<file path="config.mk">
export PLATFORM = sky130hd
export DESIGN_NAME = host_ctrl_mailbox
export DESIGN_NICKNAME = d
export VERILOG_FILES = /design/src/rtl/mbox_pkg.sv /design/src/rtl/mbox_decode.sv /design/src/rtl/mbox_ctrl_core.sv /design/src/rtl/mbox_buffers.sv /design/src/rtl/host_ctrl_mailbox.sv
export SDC_FILE = /design/constraint.sdc
export NUM_CORES = 1
export LEC_CHECK = 0
export BUFFER_PORTS_ARGS = -buffer_cell sky130_fd_sc_hd__buf_2
export CORE_ASPECT_RATIO = 0.8
export CORE_MARGIN = 3
export CORE_UTILIZATION = 55
export CTS_CLUSTER_DIAMETER = 150
export DETAILED_ROUTE_END_ITERATION = 7
export GPL_ROUTABILITY_DRIVEN = 0
export PLACE_DENSITY = 0.82
export SYNTH_ARGS = -nofsm -noshare
export SYNTH_HDL_FRONTEND = slang
export SYNTH_SLANG_ARGS = --single-unit
export TNS_END_PERCENT = 20
</file>
<file path="constraint.sdc">
create_clock -name clk -period 2.2 [get_ports clk]
set_input_delay 0 -clock clk [delete_from_list [all_inputs] [get_ports clk]]
set_output_delay 0 -clock clk [all_outputs]
set_load 0.01 [all_outputs]
</file>
<file path="src/rtl/mbox_pkg.sv">
package mbox_pkg;

    // Register selection produced by the address decoder
    typedef enum logic [2:0] {
        SEL_NONE,
        SEL_CMD,
        SEL_STAT,
        SEL_SRC,
        SEL_DST,
        SEL_IN,
        SEL_OUT
    } mbox_sel_e;

    // Register offsets (host byte addresses)
    localparam int OFF_CMD  = 'h00;
    localparam int OFF_STAT = 'h04;
    localparam int OFF_SRC  = 'h08;
    localparam int OFF_DST  = 'h0C;
    localparam int OFF_IN   = 'h80;
    localparam int OFF_OUT  = 'h90;

    // Command word field positions
    localparam int CMD_LSB = 0;
    localparam int IRQ_BIT = 8;
    localparam int SUB_LSB = 12;
    localparam int LEN_LSB = 16;

    // Status word field positions
    localparam int ST_BUSY     = 0;
    localparam int ST_ERR      = 1;
    localparam int ST_PEND     = 2;
    localparam int ST_CODE_LSB = 16;

endpackage

</file>
<file path="src/rtl/mbox_decode.sv">
module mbox_decode
    import mbox_pkg::*;
#(
    parameter int ADDR_W    = 8,
    parameter int DW        = 32,
    parameter int BUF_WORDS = 4,
    parameter int IDX_W     = (BUF_WORDS > 1) ? $clog2(BUF_WORDS) : 1
) (
    input  logic [ADDR_W-1:0] addr,
    output mbox_sel_e         sel,
    output logic [IDX_W-1:0]  idx
);
    localparam int BYTES_PER_WORD = DW / 8;
    localparam int SPAN           = BUF_WORDS * BYTES_PER_WORD;
    localparam int WSH            = $clog2(BYTES_PER_WORD);

    logic [ADDR_W-WSH-1:0] waddr;
    int                    a_int;

    always_comb begin
        waddr = addr[ADDR_W-1:WSH];
        a_int = int'(addr);
        sel   = SEL_NONE;
        idx   = '0;
        if (waddr == (ADDR_W-WSH)'(OFF_CMD >> WSH)) begin
            sel = SEL_CMD;
        end else if (waddr == (ADDR_W-WSH)'(OFF_STAT >> WSH)) begin
            sel = SEL_STAT;
        end else if (waddr == (ADDR_W-WSH)'(OFF_SRC >> WSH)) begin
            sel = SEL_SRC;
        end else if (waddr == (ADDR_W-WSH)'(OFF_DST >> WSH)) begin
            sel = SEL_DST;
        end else if (a_int >= OFF_IN && a_int < OFF_IN + SPAN) begin
            sel = SEL_IN;
            idx = IDX_W'((a_int - OFF_IN) >> WSH);
        end else if (a_int >= OFF_OUT && a_int < OFF_OUT + SPAN) begin
            sel = SEL_OUT;
            idx = IDX_W'((a_int - OFF_OUT) >> WSH);
        end
    end

endmodule

</file>
<file path="src/rtl/mbox_ctrl_core.sv">
module mbox_ctrl_core
    import mbox_pkg::*;
#(
    parameter int DW     = 32,
    parameter int CODE_W = 8
) (
    input  logic              clk,
    input  logic              rst_n,
    input  logic              cmd_wr,
    input  logic              stat_wr,
    input  logic [DW-1:0]     wdata,
    input  logic              done,
    input  logic              done_err,
    input  logic [CODE_W-1:0] done_code,
    output logic              busy,
    output logic              err,
    output logic [CODE_W-1:0] code,
    output logic              pend,
    output logic              doorbell,
    output logic [DW-1:0]     cmd_word,
    output logic              finish
);
    typedef struct packed {
        logic              busy;
        logic              err;
        logic [CODE_W-1:0] code;
        logic              pend;
        logic              db;
        logic [DW-1:0]     cmd;
    } core_t;

    core_t st_q, st_d;
    logic  take_d, fin_d, ack_d;

    always_comb begin
        st_d   = st_q;
        take_d = cmd_wr && !st_q.busy;
        fin_d  = done && st_q.busy;
        ack_d  = stat_wr && wdata[ST_PEND];
        st_d.db = take_d;
        if (take_d) begin
            st_d.busy = 1'b1;
            st_d.cmd  = wdata;
        end else if (fin_d) begin
            st_d.busy = 1'b0;
            st_d.err  = done_err;
            st_d.code = done_code;
        end
        // a completion that requests an interrupt outranks a same-cycle clear
        st_d.pend = (st_q.pend && !ack_d) || (fin_d && st_q.cmd[IRQ_BIT]);
    end

    always_ff @(posedge clk or negedge rst_n) begin
        if (!rst_n) begin
            st_q <= '0;
        end else begin
            st_q <= st_d;
        end
    end

    assign busy     = st_q.busy;
    assign err      = st_q.err;
    assign code     = st_q.code;
    assign pend     = st_q.pend;
    assign doorbell = st_q.db;
    assign cmd_word = st_q.cmd;
    assign finish   = fin_d;

    assert_doorbell_on_accept_R2: assert property (@(posedge clk) disable iff (!rst_n)
        (cmd_wr && !st_q.busy) |=> (st_q.busy && st_q.db));

    assert_doorbell_one_cycle_R2: assert property (@(posedge clk) disable iff (!rst_n)
        st_q.db |=> !st_q.db);

    assert_busy_write_ignored_R3: assert property (@(posedge clk) disable iff (!rst_n)
        (cmd_wr && st_q.busy) |=> ($stable(st_q.cmd) && !st_q.db));

    assert_done_clears_busy_R4: assert property (@(posedge clk) disable iff (!rst_n)
        (done && st_q.busy) |=> !st_q.busy);

    assert_irq_needs_request_R5: assert property (@(posedge clk) disable iff (!rst_n)
        $rose(st_q.pend) |-> $past(st_q.cmd[IRQ_BIT] && st_q.busy));

    assert_ack_clears_pend_R6: assert property (@(posedge clk) disable iff (!rst_n)
        (stat_wr && wdata[ST_PEND] && !(done && st_q.busy)) |=> !st_q.pend);

endmodule

</file>
<file path="src/rtl/mbox_buffers.sv">
module mbox_buffers
    import mbox_pkg::*;
#(
    parameter int DW        = 32,
    parameter int BUF_WORDS = 4,
    parameter int LEN_W     = 8,
    parameter int IDX_W     = (BUF_WORDS > 1) ? $clog2(BUF_WORDS) : 1
) (
    input  logic                    clk,
    input  logic                    rst_n,
    input  logic                    wr,
    input  mbox_sel_e               sel,
    input  logic [IDX_W-1:0]        idx,
    input  logic [DW-1:0]           wdata,
    input  logic                    busy,
    input  logic                    finish,
    input  logic [BUF_WORDS*DW-1:0] result,
    input  logic [LEN_W-1:0]        len,
    output logic [DW-1:0]           src,
    output logic [DW-1:0]           dst,
    output logic [DW-1:0]           in_rd,
    output logic [DW-1:0]           out_rd,
    output logic [BUF_WORDS*DW-1:0] in_view
);
    localparam int BYTES_PER_WORD = DW / 8;
    localparam int MAX_BYTES      = BUF_WORDS * BYTES_PER_WORD;
    localparam int WSH            = $clog2(BYTES_PER_WORD);

    typedef struct packed {
        logic [BUF_WORDS-1:0][DW-1:0] inw;
        logic [BUF_WORDS-1:0][DW-1:0] outw;
        logic [DW-1:0]                src;
        logic [DW-1:0]                dst;
    } bufs_t;

    bufs_t buf_q, buf_d;
    logic [LEN_W-1:0] len_cl_d;
    logic [LEN_W-1:0] used_d;

    always_comb begin
        buf_d = buf_q;
        if (wr && !busy) begin
            case (sel)
                SEL_SRC: buf_d.src      = wdata;
                SEL_DST: buf_d.dst      = wdata;
                SEL_IN:  buf_d.inw[idx] = wdata;
                default: ;
            endcase
        end
        if (finish) begin
            buf_d.outw = result;
        end
    end

    always_ff @(posedge clk or negedge rst_n) begin
        if (!rst_n) begin
            buf_q <= '0;
        end else begin
            buf_q <= buf_d;
        end
    end

    // number of words covered by the latched byte length
    always_comb begin
        len_cl_d = (len > LEN_W'(MAX_BYTES)) ? LEN_W'(MAX_BYTES) : len;
        used_d   = (len_cl_d + LEN_W'(BYTES_PER_WORD - 1)) >> WSH;
    end

    for (genvar k = 0; k < BUF_WORDS; k++) begin : g_view
        assign in_view[k*DW +: DW] = (LEN_W'(k) < used_d) ? buf_q.inw[k] : '0;
    end

    assign src    = buf_q.src;
    assign dst    = buf_q.dst;
    assign in_rd  = buf_q.inw[idx];
    assign out_rd = buf_q.outw[idx];

    assert_frozen_while_busy_R9: assert property (@(posedge clk) disable iff (!rst_n)
        busy |=> ($stable(buf_q.inw) && $stable(buf_q.src) && $stable(buf_q.dst)));

    assert_results_only_on_finish_R4: assert property (@(posedge clk) disable iff (!rst_n)
        !finish |=> $stable(buf_q.outw));

endmodule

</file>
<file path="src/rtl/host_ctrl_mailbox.sv">
module host_ctrl_mailbox
    import mbox_pkg::*;
#(
    parameter int ADDR_W    = 8,
    parameter int DW        = 32,
    parameter int BUF_WORDS = 4,
    parameter int CMD_W     = 8,
    parameter int SUB_W     = 4,
    parameter int LEN_W     = 8,
    parameter int CODE_W    = 8
) (
    input  logic                    clk,
    input  logic                    rst_n,
    input  logic [ADDR_W-1:0]       host_addr,
    input  logic                    host_wr,
    input  logic [DW-1:0]           host_wdata,
    input  logic                    host_rd_byte,
    output logic [DW-1:0]           host_rdata,
    output logic                    host_irq,
    output logic                    ctl_doorbell,
    output logic [CMD_W-1:0]        ctl_cmd,
    output logic [SUB_W-1:0]        ctl_sub,
    output logic [LEN_W-1:0]        ctl_len,
    output logic [DW-1:0]           ctl_src,
    output logic [DW-1:0]           ctl_dst,
    output logic [BUF_WORDS*DW-1:0] ctl_inbuf,
    input  logic                    ctl_done,
    input  logic                    ctl_err,
    input  logic [CODE_W-1:0]       ctl_code,
    input  logic [BUF_WORDS*DW-1:0] ctl_result
);
    localparam int IDX_W = (BUF_WORDS > 1) ? $clog2(BUF_WORDS) : 1;

    mbox_sel_e         sel;
    logic [IDX_W-1:0]  idx;
    logic              busy, err, pend, finish;
    logic [CODE_W-1:0] code;
    logic [DW-1:0]     cmd_word, in_rd, out_rd;
    logic [DW-1:0]     word_d, shifted_d;

    mbox_decode #(
        .ADDR_W(ADDR_W), .DW(DW), .BUF_WORDS(BUF_WORDS), .IDX_W(IDX_W)
    ) u_decode (
        .addr(host_addr), .sel(sel), .idx(idx)
    );

    mbox_ctrl_core #(
        .DW(DW), .CODE_W(CODE_W)
    ) u_core (
        .clk(clk), .rst_n(rst_n),
        .cmd_wr(host_wr && sel == SEL_CMD),
        .stat_wr(host_wr && sel == SEL_STAT),
        .wdata(host_wdata),
        .done(ctl_done), .done_err(ctl_err), .done_code(ctl_code),
        .busy(busy), .err(err), .code(code), .pend(pend),
        .doorbell(ctl_doorbell), .cmd_word(cmd_word), .finish(finish)
    );

    mbox_buffers #(
        .DW(DW), .BUF_WORDS(BUF_WORDS), .LEN_W(LEN_W), .IDX_W(IDX_W)
    ) u_bufs (
        .clk(clk), .rst_n(rst_n),
        .wr(host_wr), .sel(sel), .idx(idx), .wdata(host_wdata),
        .busy(busy), .finish(finish), .result(ctl_result),
        .len(ctl_len),
        .src(ctl_src), .dst(ctl_dst),
        .in_rd(in_rd), .out_rd(out_rd), .in_view(ctl_inbuf)
    );

    assign ctl_cmd  = cmd_word[CMD_LSB +: CMD_W];
    assign ctl_sub  = cmd_word[SUB_LSB +: SUB_W];
    assign ctl_len  = cmd_word[LEN_LSB +: LEN_W];
    assign host_irq = pend;

    always_comb begin
        word_d = '0;
        case (sel)
            SEL_CMD:  word_d = cmd_word;
            SEL_STAT: begin
                word_d[ST_BUSY]              = busy;
                word_d[ST_ERR]               = err;
                word_d[ST_PEND]              = pend;
                word_d[ST_CODE_LSB +: CODE_W] = code;
            end
            SEL_SRC:  word_d = ctl_src;
            SEL_DST:  word_d = ctl_dst;
            SEL_IN:   word_d = in_rd;
            SEL_OUT:  word_d = out_rd;
            default:  word_d = '0;
        endcase
        shifted_d  = word_d >> {host_addr[1:0], 3'b000};
        host_rdata = host_rd_byte ? {{(DW-8){1'b0}}, shifted_d[7:0]} : word_d;
    end

endmodule

</file>
# [Word level (Yosys, flattened, before mapping)]
# Index checks and enable logic that the tools add are counted.
[totals] out_inout_bits=246 word_cells=92 ff_bits=364 input_bits=182
[op_classes] reduce_logical=20 addsub=3 mux=31 n_lt_le_gt_ge=11 n_shift=1 bitwise_logic=1 eq_ne=9
[ops] operator="$mux W32" n=8
[ops] operator="$bmux W32 S2" n=2
[ops] operator="$bwmux W128" n=1
[ops] operator="$pmux W13 S5" n=1
[ops] operator="$demux W32 S2" n=1
[ops] operator="$pmux W8 S6" n=1
[ops] operator="$pmux W8 S5" n=1
[ops] operator="$shr A32 B5 Y8" n=1
[ops] operator="$mux W3" n=6
[ops] operator="$pmux W3 S6" n=1
[ops] operator="$ge A8 B8 Y1 const B" n=2
[ops] operator="$lt A8 B8 Y1 const B" n=2
[ops] operator="$eq A6 B2 Y1 const B" n=2
[ops] operator="$lt A1 B6 Y1 const A" n=2
[ops] operator="$lt A2 B6 Y1 const A" n=2
[ops] operator="$mux W2" n=6
[ops] operator="$logic_and A1 B1 Y1" n=11
[ops] operator="$mux W10" n=1
[ops] operator="$eq A3 B3 Y1 const B" n=3
[ops] operator="$add A8 B2 Y8 const B" n=1
[ops] operator="$gt A8 B5 Y1 const B" n=1
[ops] operator="$mux W8" n=1
[ops] operator="$reduce_and A2 Y1" n=4
[ops] operator="$sub A4 B1 Y4 const B" n=2
[ops] operator="11 further kinds" n=13

# [Logic depth before layout (Yosys ltp)]
[depth] ltp_word=14 mapped_depth=10 mapped_depth_nobuf=6

# [By module]
# From an unflattened synthesis, not the netlist that was laid out.
[hier_totals] cells_unflattened=1342 hier_area_um2=18899.4
[by_module_without_submodules] mod="mbox_buffers" cells_per_inst=974 instances=1 area_per_inst_um2=15001.9 seq_area_each_um2=8007.7
[by_module_without_submodules] mod="host_ctrl_mailbox" cells_per_inst=261 instances=1 area_per_inst_um2=2039.5 seq_area_each_um2=0.0
[by_module_without_submodules] mod="mbox_ctrl_core" cells_per_inst=96 instances=1 area_per_inst_um2=1785.5 seq_area_each_um2=1101.1
[by_module_without_submodules] mod="mbox_decode" cells_per_inst=11 instances=1 area_per_inst_um2=72.6 seq_area_each_um2=0.0

# [Least setup slack after synthesis]
# Ideal clock, no wire load.
[synth_path] kind="reg-to-reg" start="register u_core.st_q, in the netlist u_core.busy" end="register u_bufs.buf_q[227] (netlist bit)" synth_period_minus_slack_ps=1784 t_arrival_ps=1660 stages_incl_launch_ff=7 path_slack_ps=416 setup_time_ps=125 required_ps=2075 n_path_buf=2 path_cell_list="dfrtp_1 nor2b_1 buf_1 nand3_1 nor2_1 buf_2 mux2_2"
[synth_via] elab_chain_cells=3
[synth_rtl] element="start, declared" line_no="mbox_ctrl_core.sv:32" source="core_t st_q, st_d;"
[synth_rtl] element="start signal, assigned" line_no="mbox_ctrl_core.sv:57" source="st_q <= st_d;"
[synth_rtl] element="$logic_not A1 Y1" line_no="mbox_buffers.sv:42" source="if (wr && !busy) begin"
[synth_rtl] element="$logic_and A1 B1 Y1" line_no="mbox_buffers.sv:42"
[synth_rtl] element="$reduce_and A2 Y1 (no source line)"
[synth_rtl] element="end signal, assigned" line_no="mbox_buffers.sv:59" source="buf_q <= buf_d;"
[synth_rtl] element="end, declared" line_no="mbox_buffers.sv:36" source="bufs_t buf_q, buf_d;"
# No other way between the ends.
# A chain may end at the register's enable or synchronous reset.

# [Final worst setup path]
[layout_path] start="register u_core.st_q, in the netlist u_core.code[1]" end="output port host_rdata[1]"
[layout_via] elab_chain_cells=3
[layout_rtl] element="$pmux W8 S6" line_no="host_ctrl_mailbox.sv:77" source="case (sel)"
[layout_rtl] element="$shr A32 B5 Y8" line_no="host_ctrl_mailbox.sv:91" source="shifted_d = word_d >> {host_addr[1:0], 3'b000};"
[layout_rtl] element="$mux W32" line_no="host_ctrl_mailbox.sv:92" source="host_rdata = host_rd_byte ? {{(DW-8){1'b0}}, shifted_d[7:0]} : word_d;"
[layout_rtl] element="end, declared" line_no="host_ctrl_mailbox.sv:18" source="output logic [DW-1:0] host_rdata,"
# No other way between the ends.

==> summary.txt <==
Status
  • Outcome: finished with violations
  • Failing checks: design-rule violations, negative setup slack

Global routing
  • Total grt overflow: 0
  • Largest net degree at the start of global routing: 74
  • First-pass GRT wire length: 110,500 µm
  • Tot GR Track Use: 41.63%
  • Initial antenna violation count: 7
  • Vias in the first global route: 16.72k

Synth
  • Cell Area, Synth: 0.01857 mm²
  • Ys async rst share: 100.0%
  • #FFs+latches synth: 364
  • Count leader, synth: dfrtp_1
  • Leading area contributor after synthesis: dfrtp_1
  • Synth cell count leaders: dfrtp_1, mux2_2, buf_4, nor2b_1, and2_1
  • Syn Nets: 1,674
  • Top cell type's share of synthesized area: 49.05%
  • Cells after Synth: 1,492
  • Top_reg_cell synth: dfrtp_1
  • Yosys cell types: 72
  • Synth warnings: 0
  • Syn avg cell area: 12.45 µm²
  • Synth area leaders: dfrtp_1, mux2_2, buf_4, mux2i_1, nor2b_1
  • EDFF count, synth: 0
  • Sequential share of the synthesized area: 49.05%

Routing
  • Final WL: 76,810 µm
  • Post-route DRC violation count: 1
  • Via count: 16.50k
  • Vias per inst: 6.467
  • Wire per inst: 30.10 µm
  • Final antenna-violating net count: 0
  • 1st-iter DRT viols: 2,290
  • DRT Pass-1 Iters: 8

STA
  • Relative slew slack: 52.53%
  • Fin crit share: 113.0%
  • Clock Skews: 14.94 ps
  • Min cycle time layout: 2486 ps
  • Min Hold Slack: 1.167 ps
  • Fin. Hold Viols: 0
  • Highest clock rate: 402.2 MHz
  • Final setup violation count: 149
  • RSZ-0062 raised after global routing: true
  • Pins Over Slew Limit: 0
  • Final WS setup: -286.2 ps
  • Slew @ Worst Pin: 702.1 ps
  • Final TNS setup: -16,000 ps

Floorplanning
  • I/O pin count: 428
  • # rows: 59
  • Die W: 211.4 µm
  • DIE HEIGHT: 170.3 µm
  • Die footprint: 0.03602 mm²
  • Area of the core: 0.03292 mm²
  • Initial Util: 56.40%

Setup path
  • CP Class: reg -> out
  • Crit path launch type: flip-flop
  • Reg2Reg Launch Point: u_core.busy$_DFFE_PN0P_
  • Reg2reg end: u_bufs.buf_q[234]$_DFFE_PN0P_
  • CP Max Fanout: 2
  • Critical Path AT: 2490 ps
  • Worst R2R Path Depth: 5
  • CP endpoint kind: output port
  • Reg-to-reg slack, setup: 250 ps
  • Crit path required time: 2200 ps

Final layout
  • Area delta synth->final: 37.09%
  • Final core occ: 77.32%
  • Nets: 2,278
  • Fill cell count: 1,866
  • Layout cell share with drive strength beyond 1: 54.24%

Clock tree
  • H-Tree Depth: 2
  • Clk_lat worst skew: 540 ps
  • CTS tree: yes
  • Clock slew at reported path FFs: 60 ps
  • Cts bufs inserted: 38
  • Sink Count: 364
  • Root buffer cell: clkbuf_16
  • CTS max path bufs: 3

Placed design
  • IO buf count: 427
  • Hpwl dp: 52,190 µm

Pwr
  • Leakage: 12.65 nW
  • Maximum VDD drop: 580.6 µV
  • Power density over the cells: 811.8 mW/mm²
  • Sw Share: 31.24%
  • P_int: 14.21 mW
  • Flop pwr share: 42.6%
  • Psw: 6.457 mW
  • Clock share of power: 31.2%
  • Logic pwr share: 26.1%

Hold path
  • Worst Hold Class: in -> async

Job
  • Max cap viols: 0
## final cells by class
| type | instances | area (µm²) | area share (%) |
|---|---|---|---|
| inverters | 8 | 30.03 | 0.1180 |
| repair buffers | 744 | 5754 | 22.60 |
| clock buffers | 54 | 1122 | 4.409 |
| diodes | 3 | 7.507 | 0.02949 |
| multi-input cells | 940 | 8792 | 34.54 |
| clock inverters | 12 | 105.1 | 0.4129 |
| flip-flops and latches | 364 | 9111 | 35.79 |
| well taps | 427 | 534.3 | 2.099 |
## cell families after synthesis
| group | share of synthesized area, % |
|---|---|
| muxes | 27.84 |
| DFF | 49.05 |
| and+or+nand+nor | 9.865 |
| buffers and inverters | 6.111 |
| AOI/OAI and AO/OA | 7.136 |
## state kept, by name, summed over array words and instances (netlist names)
name	cells
u_bufs.buf_q	256
u_bufs.dst	32
u_bufs.src	32
u_core.cmd_word	32
u_core.code	8
u_core.busy	1
u_core.doorbell	1
u_core.err	1
u_core.pend	1
## worst max-delay path by stage
stage	cells past startpoint	slack (ps)	startpoint	to
floorplan	6	420	u_core.busy$_DFFE_PN0P_	u_bufs.buf_q[227]$_DFFE_PN0P_
global placement	9	-140	host_addr[5]	host_rdata[5]
detailed placement	9	-210	host_addr[5]	host_rdata[5]
CTS	7	-280	u_core.code[1]$_DFFE_PN0P_	host_rdata[1]
global route	8	-300	u_bufs.buf_q[312]$_DFFE_PN0P_	host_rdata[0]
finish	7	-290	u_core.code[1]$_DFFE_PN0P_	host_rdata[1]
## layout by cell type (no fill, tap or decap), types with 10 or more instances in the layout
cell and n:
a21oi_1 22, a222oi_1 10, a22o_1 13, a22oi_1 17
a31oi_1 11, and2_4 59, and3_1 10, buf_12 24
buf_2 361, buf_4 118, buf_6 63, clkbuf_16 40
dfrtp_1 362, dlygate4sd3_1 172, mux2_2 351, mux2_4 30
mux2i_1 43, nand2_1 35, nand3_1 27, nor2_1 40
nor2b_1 67, o21ai_0 16
## power groups by stage
stage          clock network, mW  registers, mW  logic [mW]
2_1_floorplan                  0           8.33        2.55
3_3_place_gp                   0           8.73        4.00
3_5_place_dp                   0           8.79        4.11
4_1_cts                     6.45           8.68        5.04
5_1_grt                     6.73           8.85        5.61
6_report                    6.46           8.81        5.40
## routing by layer
layer,share of wire [%],GRT usage [%],vias up
li1,-,-,6562
met1,37,53.36,8170
met2,44,63.52,1399
met3,13,15.09,365
met4,6.3,19.73,8
met5,0.069,0,-
## worst max-delay path: stages (launching register included)
cell,delay (ps)
dfrtp_1,400
mux4_2,590
and2_4,190
a221oi_2,170
and3_1,210
a32oi_1,60
o211a_1,200
buf_6,140
## stage by stage
stage / std cells / area [µm²] / worst slack [ps] / power, mW
after floorplan: 1492 / 18570 / 415.6 / 10.88
after global placement: 2297 / 21450 / -139.5 / 12.73
after detailed placement: 2297 / 21450 / -210.1 / 12.89
after CTS: 2546 / 25120 / -278.2 / 20.17
after global routing: 2552 / 25460 / -301.7 / 21.20
final: 2552 / 25460 / -286.2 / 20.67
## what timing repair did
item / CTS / global route
pin swaps: 44 / 30
hold buffers: 172 / 0
resized for setup: 126 / 80
endpoints found under the hold margin: 727 / 0
gates cloned: 5 / 1
endpoints found under the setup margin: 151 / 153
setup buffers: 7 / 6
Power figures use the tool's default switching activity.
